<file path="config.mk">
export PLATFORM = sky130hd
export DESIGN_NAME = addr_window_decoder
export DESIGN_NICKNAME = d
export VERILOG_FILES = /design/src/rtl/awd_pkg.sv /design/src/rtl/awd_regs.sv /design/src/rtl/awd_match.sv /design/src/rtl/awd_select.sv /design/src/rtl/addr_window_decoder.sv
export SDC_FILE = /design/constraint.sdc
export NUM_CORES = 2
export LEC_CHECK = 0
export BUFFER_PORTS_ARGS = -buffer_cell sky130_fd_sc_hd__buf_4
export CELL_PAD_IN_SITES_DETAIL_PLACEMENT = 0
export CELL_PAD_IN_SITES_GLOBAL_PLACEMENT = 1
export CORE_MARGIN = 2
export CORE_UTILIZATION = 42
export DETAILED_ROUTE_END_ITERATION = 10
export PLACE_DENSITY_LB_ADDON = 0.1
export SKIP_CTS_REPAIR_TIMING = 1
export SYNTH_ARGS = -nofsm -noshare
export SYNTH_HDL_FRONTEND = slang
export SYNTH_SLANG_ARGS = --single-unit
</file>
<file path="constraint.sdc">
create_clock -name clk -period 5.85 [get_ports clk]
set_clock_uncertainty 0.15 [all_clocks]
set_input_delay 0.8775 -clock clk [delete_from_list [all_inputs] [get_ports clk]]
set_output_delay 0.8775 -clock clk [all_outputs]
set_load 0.01 [all_outputs]
</file>
<file path="src/rtl/awd_pkg.sv">
package awd_pkg;
  localparam int AW   = 32;
  localparam int NWIN = 13;
  localparam int NRNG = 9;
  localparam int IDXW = 6;

  localparam int W_CFG  = 0;
  localparam int W_DDR  = 10;
  localparam int W_SRAM = 11;
  localparam int W_NAND = 12;

  localparam logic [IDXW-1:0] IDX_CFG      = 6'd0;
  localparam logic [IDXW-1:0] IDX_START0   = 6'd1;
  localparam logic [IDXW-1:0] IDX_STOP0    = 6'd17;
  localparam logic [IDXW-1:0] IDX_DDR_BASE = 6'd10;
  localparam logic [IDXW-1:0] IDX_DDR_ATTR = 6'd26;
  localparam logic [IDXW-1:0] IDX_SRAM     = 6'd49;
  localparam logic [IDXW-1:0] IDX_NAND     = 6'd50;

  localparam int DDR_N_MIN = 11;
  localparam int DDR_N_MAX = 30;

  // ones in every bit at or above lsb
  function automatic logic [AW-1:0] hi_mask(input int lsb);
    logic [AW:0] m;
    m = {(AW+1){1'b1}} << lsb;
    return m[AW-1:0];
  endfunction
endpackage

</file>
<file path="src/rtl/awd_regs.sv">
module awd_regs
  import awd_pkg::*;
#(
  parameter logic [AW-1:0] CFG_RESET_BASE = 32'hFF40_0000
) (
  input  logic                      clk,
  input  logic                      rst,
  input  logic                      wr_en,
  input  logic [IDXW-1:0]           wr_idx,
  input  logic [AW-1:0]             wr_data,
  output logic [AW-1:0]             cfg_base,
  output logic [NRNG-1:0][AW-1:0]   rng_start,
  output logic [NRNG-1:0][AW-1:0]   rng_stop,
  output logic [AW-1:0]             ddr_base,
  output logic [AW-1:0]             ddr_attr,
  output logic [AW-1:0]             sram_base,
  output logic [AW-1:0]             nand_base
);
  always_ff @(posedge clk) begin
    if (rst) begin
      cfg_base  <= CFG_RESET_BASE;
      rng_start <= '0;
      rng_stop  <= '0;
      ddr_base  <= '0;
      ddr_attr  <= '0;
      sram_base <= '0;
      nand_base <= '0;
    end else if (wr_en) begin
      if (wr_idx == IDX_CFG)      cfg_base  <= wr_data;
      if (wr_idx == IDX_DDR_BASE) ddr_base  <= wr_data;
      if (wr_idx == IDX_DDR_ATTR) ddr_attr  <= wr_data;
      if (wr_idx == IDX_SRAM)     sram_base <= wr_data;
      if (wr_idx == IDX_NAND)     nand_base <= wr_data;
      for (int k = 0; k < NRNG; k++) begin
        if (wr_idx == IDX_START0 + IDXW'(k)) rng_start[k] <= wr_data;
        if (wr_idx == IDX_STOP0 + IDXW'(k))  rng_stop[k]  <= wr_data;
      end
    end
  end
endmodule

</file>
<file path="src/rtl/awd_match.sv">
module awd_match
  import awd_pkg::*;
#(
  parameter int PAGE_LOG2     = 12,
  parameter int CFG_LOG2      = 20,
  parameter int SRAM_POP_LOG2 = 15,
  parameter int SRAM_RSV_LOG2 = 18,
  parameter int NAND_LOG2     = 20
) (
  input  logic [AW-1:0]           addr,
  input  logic [AW-1:0]           cfg_base,
  input  logic [NRNG-1:0][AW-1:0] rng_start,
  input  logic [NRNG-1:0][AW-1:0] rng_stop,
  input  logic [AW-1:0]           ddr_base,
  input  logic [AW-1:0]           ddr_attr,
  input  logic [AW-1:0]           sram_base,
  input  logic [AW-1:0]           nand_base,
  output logic [NWIN-1:0]         raw_hit,
  output logic                    sram_pop
);
  localparam logic [AW-1:0] CFG_M  = hi_mask(CFG_LOG2);
  localparam logic [AW-1:0] SRAM_M = hi_mask(SRAM_RSV_LOG2);
  localparam logic [AW-1:0] NAND_M = hi_mask(NAND_LOG2);

  assign raw_hit[W_CFG] = ((addr ^ cfg_base) & CFG_M) == '0;

  genvar g;
  generate
    for (g = 0; g < NRNG; g++) begin : g_rng
      logic [AW-PAGE_LOG2-1:0] page, lo, hi;
      assign page = addr[AW-1:PAGE_LOG2];
      assign lo   = rng_start[g][AW-1:PAGE_LOG2];
      assign hi   = rng_stop[g][AW-1:PAGE_LOG2];
      assign raw_hit[1+g] = rng_start[g][0] && (page >= lo) && (page <= hi);
    end
  endgenerate

  logic [4:0]    ddr_n;
  logic          ddr_legal;
  logic [AW-1:0] ddr_m;
  always_comb begin
    ddr_n     = ddr_attr[4:0];
    ddr_legal = (int'(ddr_n) >= DDR_N_MIN) && (int'(ddr_n) <= DDR_N_MAX);
    ddr_m     = hi_mask(int'(ddr_n) + 1);
  end
  assign raw_hit[W_DDR] = ddr_attr[AW-1] && ddr_legal && (((addr ^ ddr_base) & ddr_m) == '0);

  assign raw_hit[W_SRAM] = sram_base[0] && (((addr ^ sram_base) & SRAM_M) == '0);
  assign sram_pop        = addr[SRAM_RSV_LOG2-1:SRAM_POP_LOG2] == '0;
  assign raw_hit[W_NAND] = nand_base[0] && (((addr ^ nand_base) & NAND_M) == '0);

  logic unused_bits;
  assign unused_bits = ^{ddr_attr[AW-2:5]};
endmodule

</file>
<file path="src/rtl/awd_select.sv">
module awd_select
  import awd_pkg::*;
(
  input  logic            clk,
  input  logic            rst,
  input  logic            req_valid,
  input  logic [AW-1:0]   addr,
  input  logic [NWIN-1:0] raw_hit,
  input  logic            sram_pop,
  output logic            out_valid,
  output logic [AW-1:0]   addr_out,
  output logic [NWIN-1:0] tgt_sel,
  output logic            hit,
  output logic            err,
  output logic            multi_hit
);
  logic [NWIN-1:0] first;
  logic            rsv;
  logic            many;

  always_comb begin
    first = raw_hit & (~raw_hit + NWIN'(1));
    rsv   = first[W_SRAM] && !sram_pop;
    many  = $countones(raw_hit) > 1;
  end

  always_ff @(posedge clk) begin
    if (rst) begin
      out_valid <= 1'b0;
      addr_out  <= '0;
      tgt_sel   <= '0;
      hit       <= 1'b0;
      err       <= 1'b0;
      multi_hit <= 1'b0;
    end else begin
      out_valid <= req_valid;
      addr_out  <= addr;
      if (req_valid) begin
        tgt_sel   <= rsv ? '0 : first;
        hit       <= (|first) && !rsv;
        err       <= rsv;
        multi_hit <= many;
      end else begin
        tgt_sel   <= '0;
        hit       <= 1'b0;
        err       <= 1'b0;
        multi_hit <= 1'b0;
      end
    end
  end
endmodule

</file>
<file path="src/rtl/addr_window_decoder.sv">
module addr_window_decoder
  import awd_pkg::*;
#(
  parameter logic [31:0] CFG_RESET_BASE = 32'hFF40_0000,
  parameter int PAGE_LOG2     = 12,
  parameter int CFG_LOG2      = 20,
  parameter int SRAM_POP_LOG2 = 15,
  parameter int SRAM_RSV_LOG2 = 18,
  parameter int NAND_LOG2     = 20
) (
  input  logic        clk,
  input  logic        rst,
  input  logic        wr_en,
  input  logic [5:0]  wr_idx,
  input  logic [31:0] wr_data,
  input  logic        req_valid,
  input  logic [31:0] addr_in,
  output logic        out_valid,
  output logic [31:0] addr_out,
  output logic [12:0] tgt_sel,
  output logic        hit,
  output logic        err,
  output logic        multi_hit
);
  logic [AW-1:0]           cfg_base, ddr_base, ddr_attr, sram_base, nand_base;
  logic [NRNG-1:0][AW-1:0] rng_start, rng_stop;
  logic [NWIN-1:0]         raw_hit;
  logic                    sram_pop;

  awd_regs #(.CFG_RESET_BASE(CFG_RESET_BASE)) u_regs (
    .clk(clk), .rst(rst), .wr_en(wr_en), .wr_idx(wr_idx), .wr_data(wr_data),
    .cfg_base(cfg_base), .rng_start(rng_start), .rng_stop(rng_stop),
    .ddr_base(ddr_base), .ddr_attr(ddr_attr), .sram_base(sram_base),
    .nand_base(nand_base)
  );

  awd_match #(
    .PAGE_LOG2(PAGE_LOG2), .CFG_LOG2(CFG_LOG2), .SRAM_POP_LOG2(SRAM_POP_LOG2),
    .SRAM_RSV_LOG2(SRAM_RSV_LOG2), .NAND_LOG2(NAND_LOG2)
  ) u_match (
    .addr(addr_in), .cfg_base(cfg_base), .rng_start(rng_start),
    .rng_stop(rng_stop), .ddr_base(ddr_base), .ddr_attr(ddr_attr),
    .sram_base(sram_base), .nand_base(nand_base),
    .raw_hit(raw_hit), .sram_pop(sram_pop)
  );

  awd_select u_sel (
    .clk(clk), .rst(rst), .req_valid(req_valid), .addr(addr_in),
    .raw_hit(raw_hit), .sram_pop(sram_pop),
    .out_valid(out_valid), .addr_out(addr_out), .tgt_sel(tgt_sel),
    .hit(hit), .err(err), .multi_hit(multi_hit)
  );
endmodule

</file>
# Yosys cells after proc, flatten, opt, wreduce, memory -nomap -nowiden
# Cells that the tools add are included.
[word_totals] ff_bits=785 latchBits=0 ram_bits=0 rom_bits=0 in_bits=74 output_inout_bits=49 memories=0
[op_classes] n_addsub=14 mul=0 n_div=0 n_lt_le_gt_ge=21 n_eq_ne=22 shifts=1 n_mux=0 n_bitwise=8 reduce_logical=59
[op_table] cell="20-bit greater-or-equal comparator" n=9
[op_table] cell="20-bit less-or-equal comparator" n=9
[op_table] cell="32-bit adder" n=5
[op_table] cell="32-bit zero test" n=4
[op_table] cell="32-bit XOR" n=4
[op_table] cell="6-bit by 5-bit equality test with 1-bit output (second input constant)" n=10
[op_table] cell="2-bit AND reduction" n=23
[op_table] cell="33-bit by 32-bit << shifter with 32-bit output (first input constant)" n=1
[op_table] cell="32-bit by 1-bit adder with 32-bit output" n=1
[op_table] cell="32-bit AND" n=1
[op_table] cell="32-bit by 2-bit greater-than comparator with 1-bit output (second input constant)" n=1
[op_table] cell="1-bit logical AND" n=25
[op_table] cell="6-bit by 3-bit equality test with 1-bit output (second input constant)" n=4
[op_table] cell="6-bit by 4-bit equality test with 1-bit output (second input constant)" n=3
[op_table] cell="13-bit by 1-bit adder with 13-bit output (second input constant)" n=1
[op_table] cell="13-bit AND" n=1
[op_table] cell="13-bit inverter" n=1
[op_table] cell="13-bit OR reduction" n=1
[op_table] cell="1-bit by 1-bit adder with 2-bit output" n=6
[op_table] cell="6-bit by 2-bit equality test with 1-bit output (second input constant)" n=2
[op_table] cell="6-bit equality test (second input constant)" n=2
[op_table] cell="5-bit by 1-bit adder with 6-bit output (second input constant)" n=1
[op_table] cell="6-bit by 1-bit equality test with 1-bit output (second input constant)" n=1
[op_table] cell="6-bit zero test" n=1
[op_table] cell="other kinds (7)" n=8

# Logic depth before layout (Yosys ltp)
[logic_depth] word_depth=11 mapped_depth=21 mapped_depth_nobuf=21

# Modules after synthesis
# Synthesis repeated with hierarchy kept, for this count alone.
[hier_totals] cells_unflattened=4060 area_unflattened_um2=40573.9
[modules_own_cells] mod="awd_regs" n_inst=1 cells_each=2514 area_per_inst_um2=28556.1 seq_area_each_um2=14734.1
[modules_own_cells] mod="awd_match" n_inst=1 cells_each=1372 area_per_inst_um2=10126.0 seq_area_each_um2=0.0
[modules_own_cells] mod="awd_select" n_inst=1 cells_each=174 area_per_inst_um2=1891.8 seq_area_each_um2=980.9

# Worst setup path after synthesis
# No wires, ideal clock.
[synth_path] kind="input-to-reg" start="in addr_in[22]" end="reg u_sel.multi_hit" setup_time_ps=122 arrival_time_ps=5442 required_ps=5578 setup_slack_ps=136 stages=17 path_cell_list="ha_1 a21oi_1 nand2_1 a221o_1 a2111o_1 a221oi_2 inv_1 ha_1 inv_1 fa_1 fa_1 fa_1 fa_1 inv_1 fa_1 nor3_1 a21oi_1"
[synth_via] elab_chain_len=9
[synth_rtl] element="from (decl)" line="addr_window_decoder.sv:17" text="input logic [31:0] addr_in,"
[synth_rtl] element="parallel branches: the longest is 7 deep, another holds 32-bit adder"
[synth_rtl] element="32-bit adder (implied by the code) (*)" line="awd_select.sv:24" text="many = $countones(raw_hit) > 1;"
[synth_rtl] element="32-bit by 2-bit greater-than comparator with 1-bit output (*)" line="awd_select.sv:24"
[synth_rtl] element="to (signal assigned)" line="awd_select.sv:42" text="multi_hit <= many;"
[synth_rtl] element="to (decl)" line="awd_select.sv:15" text="output logic multi_hit"
# Every way passes the cells marked *.
# A chain may end at the register's enable or synchronous reset.

# Final worst setup path
[layout_path] start="in addr_in[23]" end="reg u_sel.multi_hit"
# The elaborated chain is that of the path after synthesis.

==> reports/qor.tcl <==
set qor(regToRegEndpoint) {u_sel.multi_hit}
set qor(postRouteWirelength_um) 99400
set qor(via_count) 24900
set qor(critical_path_depth) 20
set qor(finalHoldViolations) 0
set qor(synth_cells) 3610
set qor(post_synth_num_cell_types) 71
set qor(setup_ws_ns) 0.193
set qor(placement_rows) 94
set qor(clock_tree.htree_level_count) 2
set qor(cp.buffers_inverters) 6
set qor(path_clk_slew_ns) 0.07
set qor(final-setup-viol-count) 0
set qor(cp.arrival_ns) 6.01
set qor(final_max_slew_viol_count) 0
set qor(clock_power_share_pct) 46.6
set qor(synth_fp_nets) 4074
set qor(postSynth.asyncResetShare_pct) 0
set qor(route.detailed.drc) 0
set qor(root_buffer) {sky130_fd_sc_hd__clkbuf_16}
set qor(nNetsFinal) 4207
set qor(most-common-layout-cells) {sky130_fd_sc_hd__nand2_1 (967), sky130_fd_sc_hd__a21oi_1 (546), sky130_fd_sc_hd__dfxtp_1 (496)}
set qor(tritoncts.num_buffers) 58
set qor(hold_path.class) {register to register}
set qor(powerDensity_nw_per_um2) 248
set qor(layout_min_cycle_time_ns) 5.66
set qor(cells_along_the_critical_path) {buf_4 -> buf_4 -> buf_6 -> ha_1 -> a21oi_1 -> o21ai_1 -> a2111oi_4 -> a2111oi_2 -> or4b_4 -> nand3_1 -> inv_1 -> ha_1 -> fa_1 -> fa_1 -> inv_1 -> fa_1 -> inv_1 -> fa_1 -> o21ai_0 -> a21oi_1}
set qor(die_y_um) 261
set qor(firstDrtPassIters) 6
set qor(dr.first_iter.drc_count) 2039
set qor(power.share.switching_pct) 26.4
set qor(critPathLaunch) {addr_in[23]}
set qor(ys.warnings.count) 0
set qor(grt_first_pass_wirelength_um) 148000
set qor(synth.ff_latch_count) 496
set qor(cts_tree) {yes}
set qor(maximum_number_of_pins_on_one_net_before_global_route_repair) 141
set qor(sequentialPowerShare_pct) 42.7
set qor(crit_path_end) {u_sel.multi_hit}
set qor(worst_reg2reg_path_depth) 19
set qor(fp.dieW_um) 261
set qor(grt_antenna_before_repair) 6
set qor(ir_drop_v) 0.000229
set qor(wirelength_per_cell_um) 21.4
set qor(ant_nets) 0
set qor(p_switching_uw) 2110
set qor(result_of_the_run) {completed}
set qor(synth_area_um2) 27700
set qor(worst_r2r_startpoint) {u_regs.rng_stop[22]}
set qor(top_level_ports) 123
set qor(routed_via_density) 5.34
set qor(core_area_um2) 65500
set qor(ff2ff_setup_slack_ns) 0.24
set qor(layout_worst_path_cycle_share_pct) 96.7
set qor(final_core_utilization_pct) 49.1
set qor(clockBufferDepth) 3
set qor(clock.fmax_mhz) 177
set qor(initial_utilization_pct) 42.2
set qor(cp_top_family) {adder cells}
set qor(drive_above_1_share_pct) 10.7
set qor(grt_pass1_vias) 23700
set qor(worst_path_largest_cell_delay_ns) 0.60
set qor(most_common_cell_after_layout_fill_and_taps_aside) {sky130_fd_sc_hd__nand2_1}
set qor(synth_area_per_cell_um2) 7.66
set qor(cap_viol_max_count) 0
set qor(antenna_cells) 0
set qor(place_ws_ns) -0.734
set qor(crit_required_ns) 6.20
set qor(worst_slew_pin_slew_ns) 1.26
set qor(clock_sink_count) 496
set qor(synthToLayoutAreaGrowth_pct) 16.3
set qor(synth-edff-count) 0
set qor(synth_seq_area_share_pct) 35.9
set qor(leakagePower_uw) 0.0120
set qor(timing_worst_setup_path_type) {primary input to register}
set qor(gp_congestion) 0.884
set qor(worst_setup_sp_type) {primary input}
set qor(path_common_cell) {sky130_fd_sc_hd__fa_1}
set qor(groute.usage.overall_pct) 29.0
set qor(comb_power_share_pct) 10.7
set qor(synthFlopType) {sky130_fd_sc_hd__dfxtp_1}
set qor(internal-power_uw) 5890
set qor(timing.max_slew.rel_slack_pct) 15.8
set qor(worst_setup_path_end_kind) {register}
set qor(timing.critical_path.slowest_stage_cell) {sky130_fd_sc_hd__or4b_4}
set qor(dp_hpwl_um) 66300
set qor(clock_insertion_delay_at_the_later_pin_of_the_skew_report_ns) 0.63
set qor(timing.critical_path.fanout_max) 11
set qor(port_buffers) 122
set qor(globalRouteOverflowTotal) 0
set qor(die-area_um2) 67900
==> worst register-to-register path, delay by kind of cell (launching register included) <==
| family | cells | cell delay, ns |
|---|---|---|
| compound gates | 5 | 1.35 |
| fa+ha+maj | 7 | 2.94 |
| simple gates | 2 | 0.22 |
| flops | 1 | 0.33 |
| buf+inv | 5 | 0.51 |
==> flip-flops by register name (all words and copies together), names as in the netlist <==
signal / count
u_regs.rng_start: 189
u_regs.rng_stop: 180
u_regs.ddr_base: 32
u_sel.addr_out: 32
u_regs.sram_base: 15
u_regs.nand_base: 13
u_sel.tgt_sel: 13
u_regs.cfg_base: 12
u_regs.ddr_attr: 6
u_sel.err: 1
u_sel.hit: 1
u_sel.multi_hit: 1
u_sel.out_valid: 1
==> routing by layer <==
| metal | GRT usage [%] | vias up | share of wire, % |
|---|---|---|---|
| li1 | - | 12200 | - |
| met1 | 40.6 | 11800 | 47 |
| met2 | 46.7 | 703 | 44 |
| met3 | 3.87 | 146 | 5.8 |
| met4 | 8.35 | 8 | 2.8 |
| met5 | 0 | - | 0.046 |
==> kinds of logic after synthesis <==
logic type | after synthesis | share of synthesized area [%]
compound gates | 744 | 15.2
xor+xnor | 72 | 2.28
fa+ha+maj | 390 | 17.9
buf+inv | 583 | 7.92
flops | 496 | 35.9
mux | 21 | 0.765
simple gates | 1304 | 20.1
==> final cells by class <==
type | count | area, um2
inverters | 388 | 1460
fillers | 6411 | 33300
clock inverters | 20 | 156
well taps | 864 | 1080
flip-flops and latches | 496 | 9930
multi-input cells | 2531 | 15700
repair buffers | 268 | 2080
clock buffers | 90 | 1800
==> synth_stat cells, types with 5 or more instances <==
master                     number  area share, %
sky130_fd_sc_hd__nand4_1       48            1.1
sky130_fd_sc_hd__ha_1         382             17
sky130_fd_sc_hd__and3_1         5           0.11
sky130_fd_sc_hd__a31oi_1        6           0.14
sky130_fd_sc_hd__nor3_1        23           0.42
sky130_fd_sc_hd__fa_1           8           0.58
sky130_fd_sc_hd__nor2_1        82            1.1
sky130_fd_sc_hd__a21oi_1      548            9.9
sky130_fd_sc_hd__a211o_1       11           0.35
sky130_fd_sc_hd__a221oi_1       7           0.22
sky130_fd_sc_hd__o221ai_1       5           0.16
sky130_fd_sc_hd__xnor2_1       35            1.1
sky130_fd_sc_hd__and4_1        18           0.57
sky130_fd_sc_hd__nand2b_1      13           0.29
sky130_fd_sc_hd__nor4_1        10           0.23
sky130_fd_sc_hd__a211oi_1      16           0.43
sky130_fd_sc_hd__nor2b_1       47            1.1
sky130_fd_sc_hd__o211ai_1       5           0.14
sky130_fd_sc_hd__a21o_1        43            1.2
sky130_fd_sc_hd__clkbuf_1     193            2.6
sky130_fd_sc_hd__dfxtp_1      496             36
sky130_fd_sc_hd__or3_1          7           0.16
sky130_fd_sc_hd__nand3_1       48           0.87
sky130_fd_sc_hd__a221o_1        6           0.22
sky130_fd_sc_hd__mux2i_1       20           0.72
sky130_fd_sc_hd__o21ai_0       54           0.98
sky130_fd_sc_hd__nand3b_1      11           0.30
sky130_fd_sc_hd__nand2_1      967             13
sky130_fd_sc_hd__xor2_1        37            1.2
sky130_fd_sc_hd__inv_1        388            5.3
==> stage by stage <==
step	hold WS, ns	setup TNS, ns	instance area [um2]	total power [uW]	instances
global placement	0.289	-0.758	30100	4310	4545
floorplan	0.283	0	27700	3890	3610
finish	0.302	0	32200	8000	4657
detailed placement	0.296	-0.734	30100	4330	4545
CTS	0.291	-0.0851	32000	8050	4655
global route	0.313	-0.0169	32200	8270	4657
==> worst min-delay path by stage <==
stage,start,endpoint,slack [ns],depth (start not counted)
5_1_grt,addr_in[8],u_sel.addr_out[8],0.31,2
2_1_floorplan,u_regs.rng_start[224],u_regs.rng_start[224],0.28,2
6_report,u_regs.rng_start[247],u_regs.rng_start[247],0.30,2
4_1_cts,addr_in[6],u_sel.addr_out[6],0.29,2
3_3_place_gp,u_regs.rng_start[224],u_regs.rng_start[224],0.29,2
3_5_place_dp,u_regs.rng_stop[287],u_regs.rng_stop[287],0.30,2
==> power groups by stage <==
stage,clock (uW),sequential (uW),combinational (uW)
6_report,3730,3410,854
4_1_cts,3800,3410,841
3_3_place_gp,0,3490,823
2_1_floorplan,0,3490,402
5_1_grt,3920,3410,929
3_5_place_dp,0,3490,837
(Power assumes the default switching activity.)
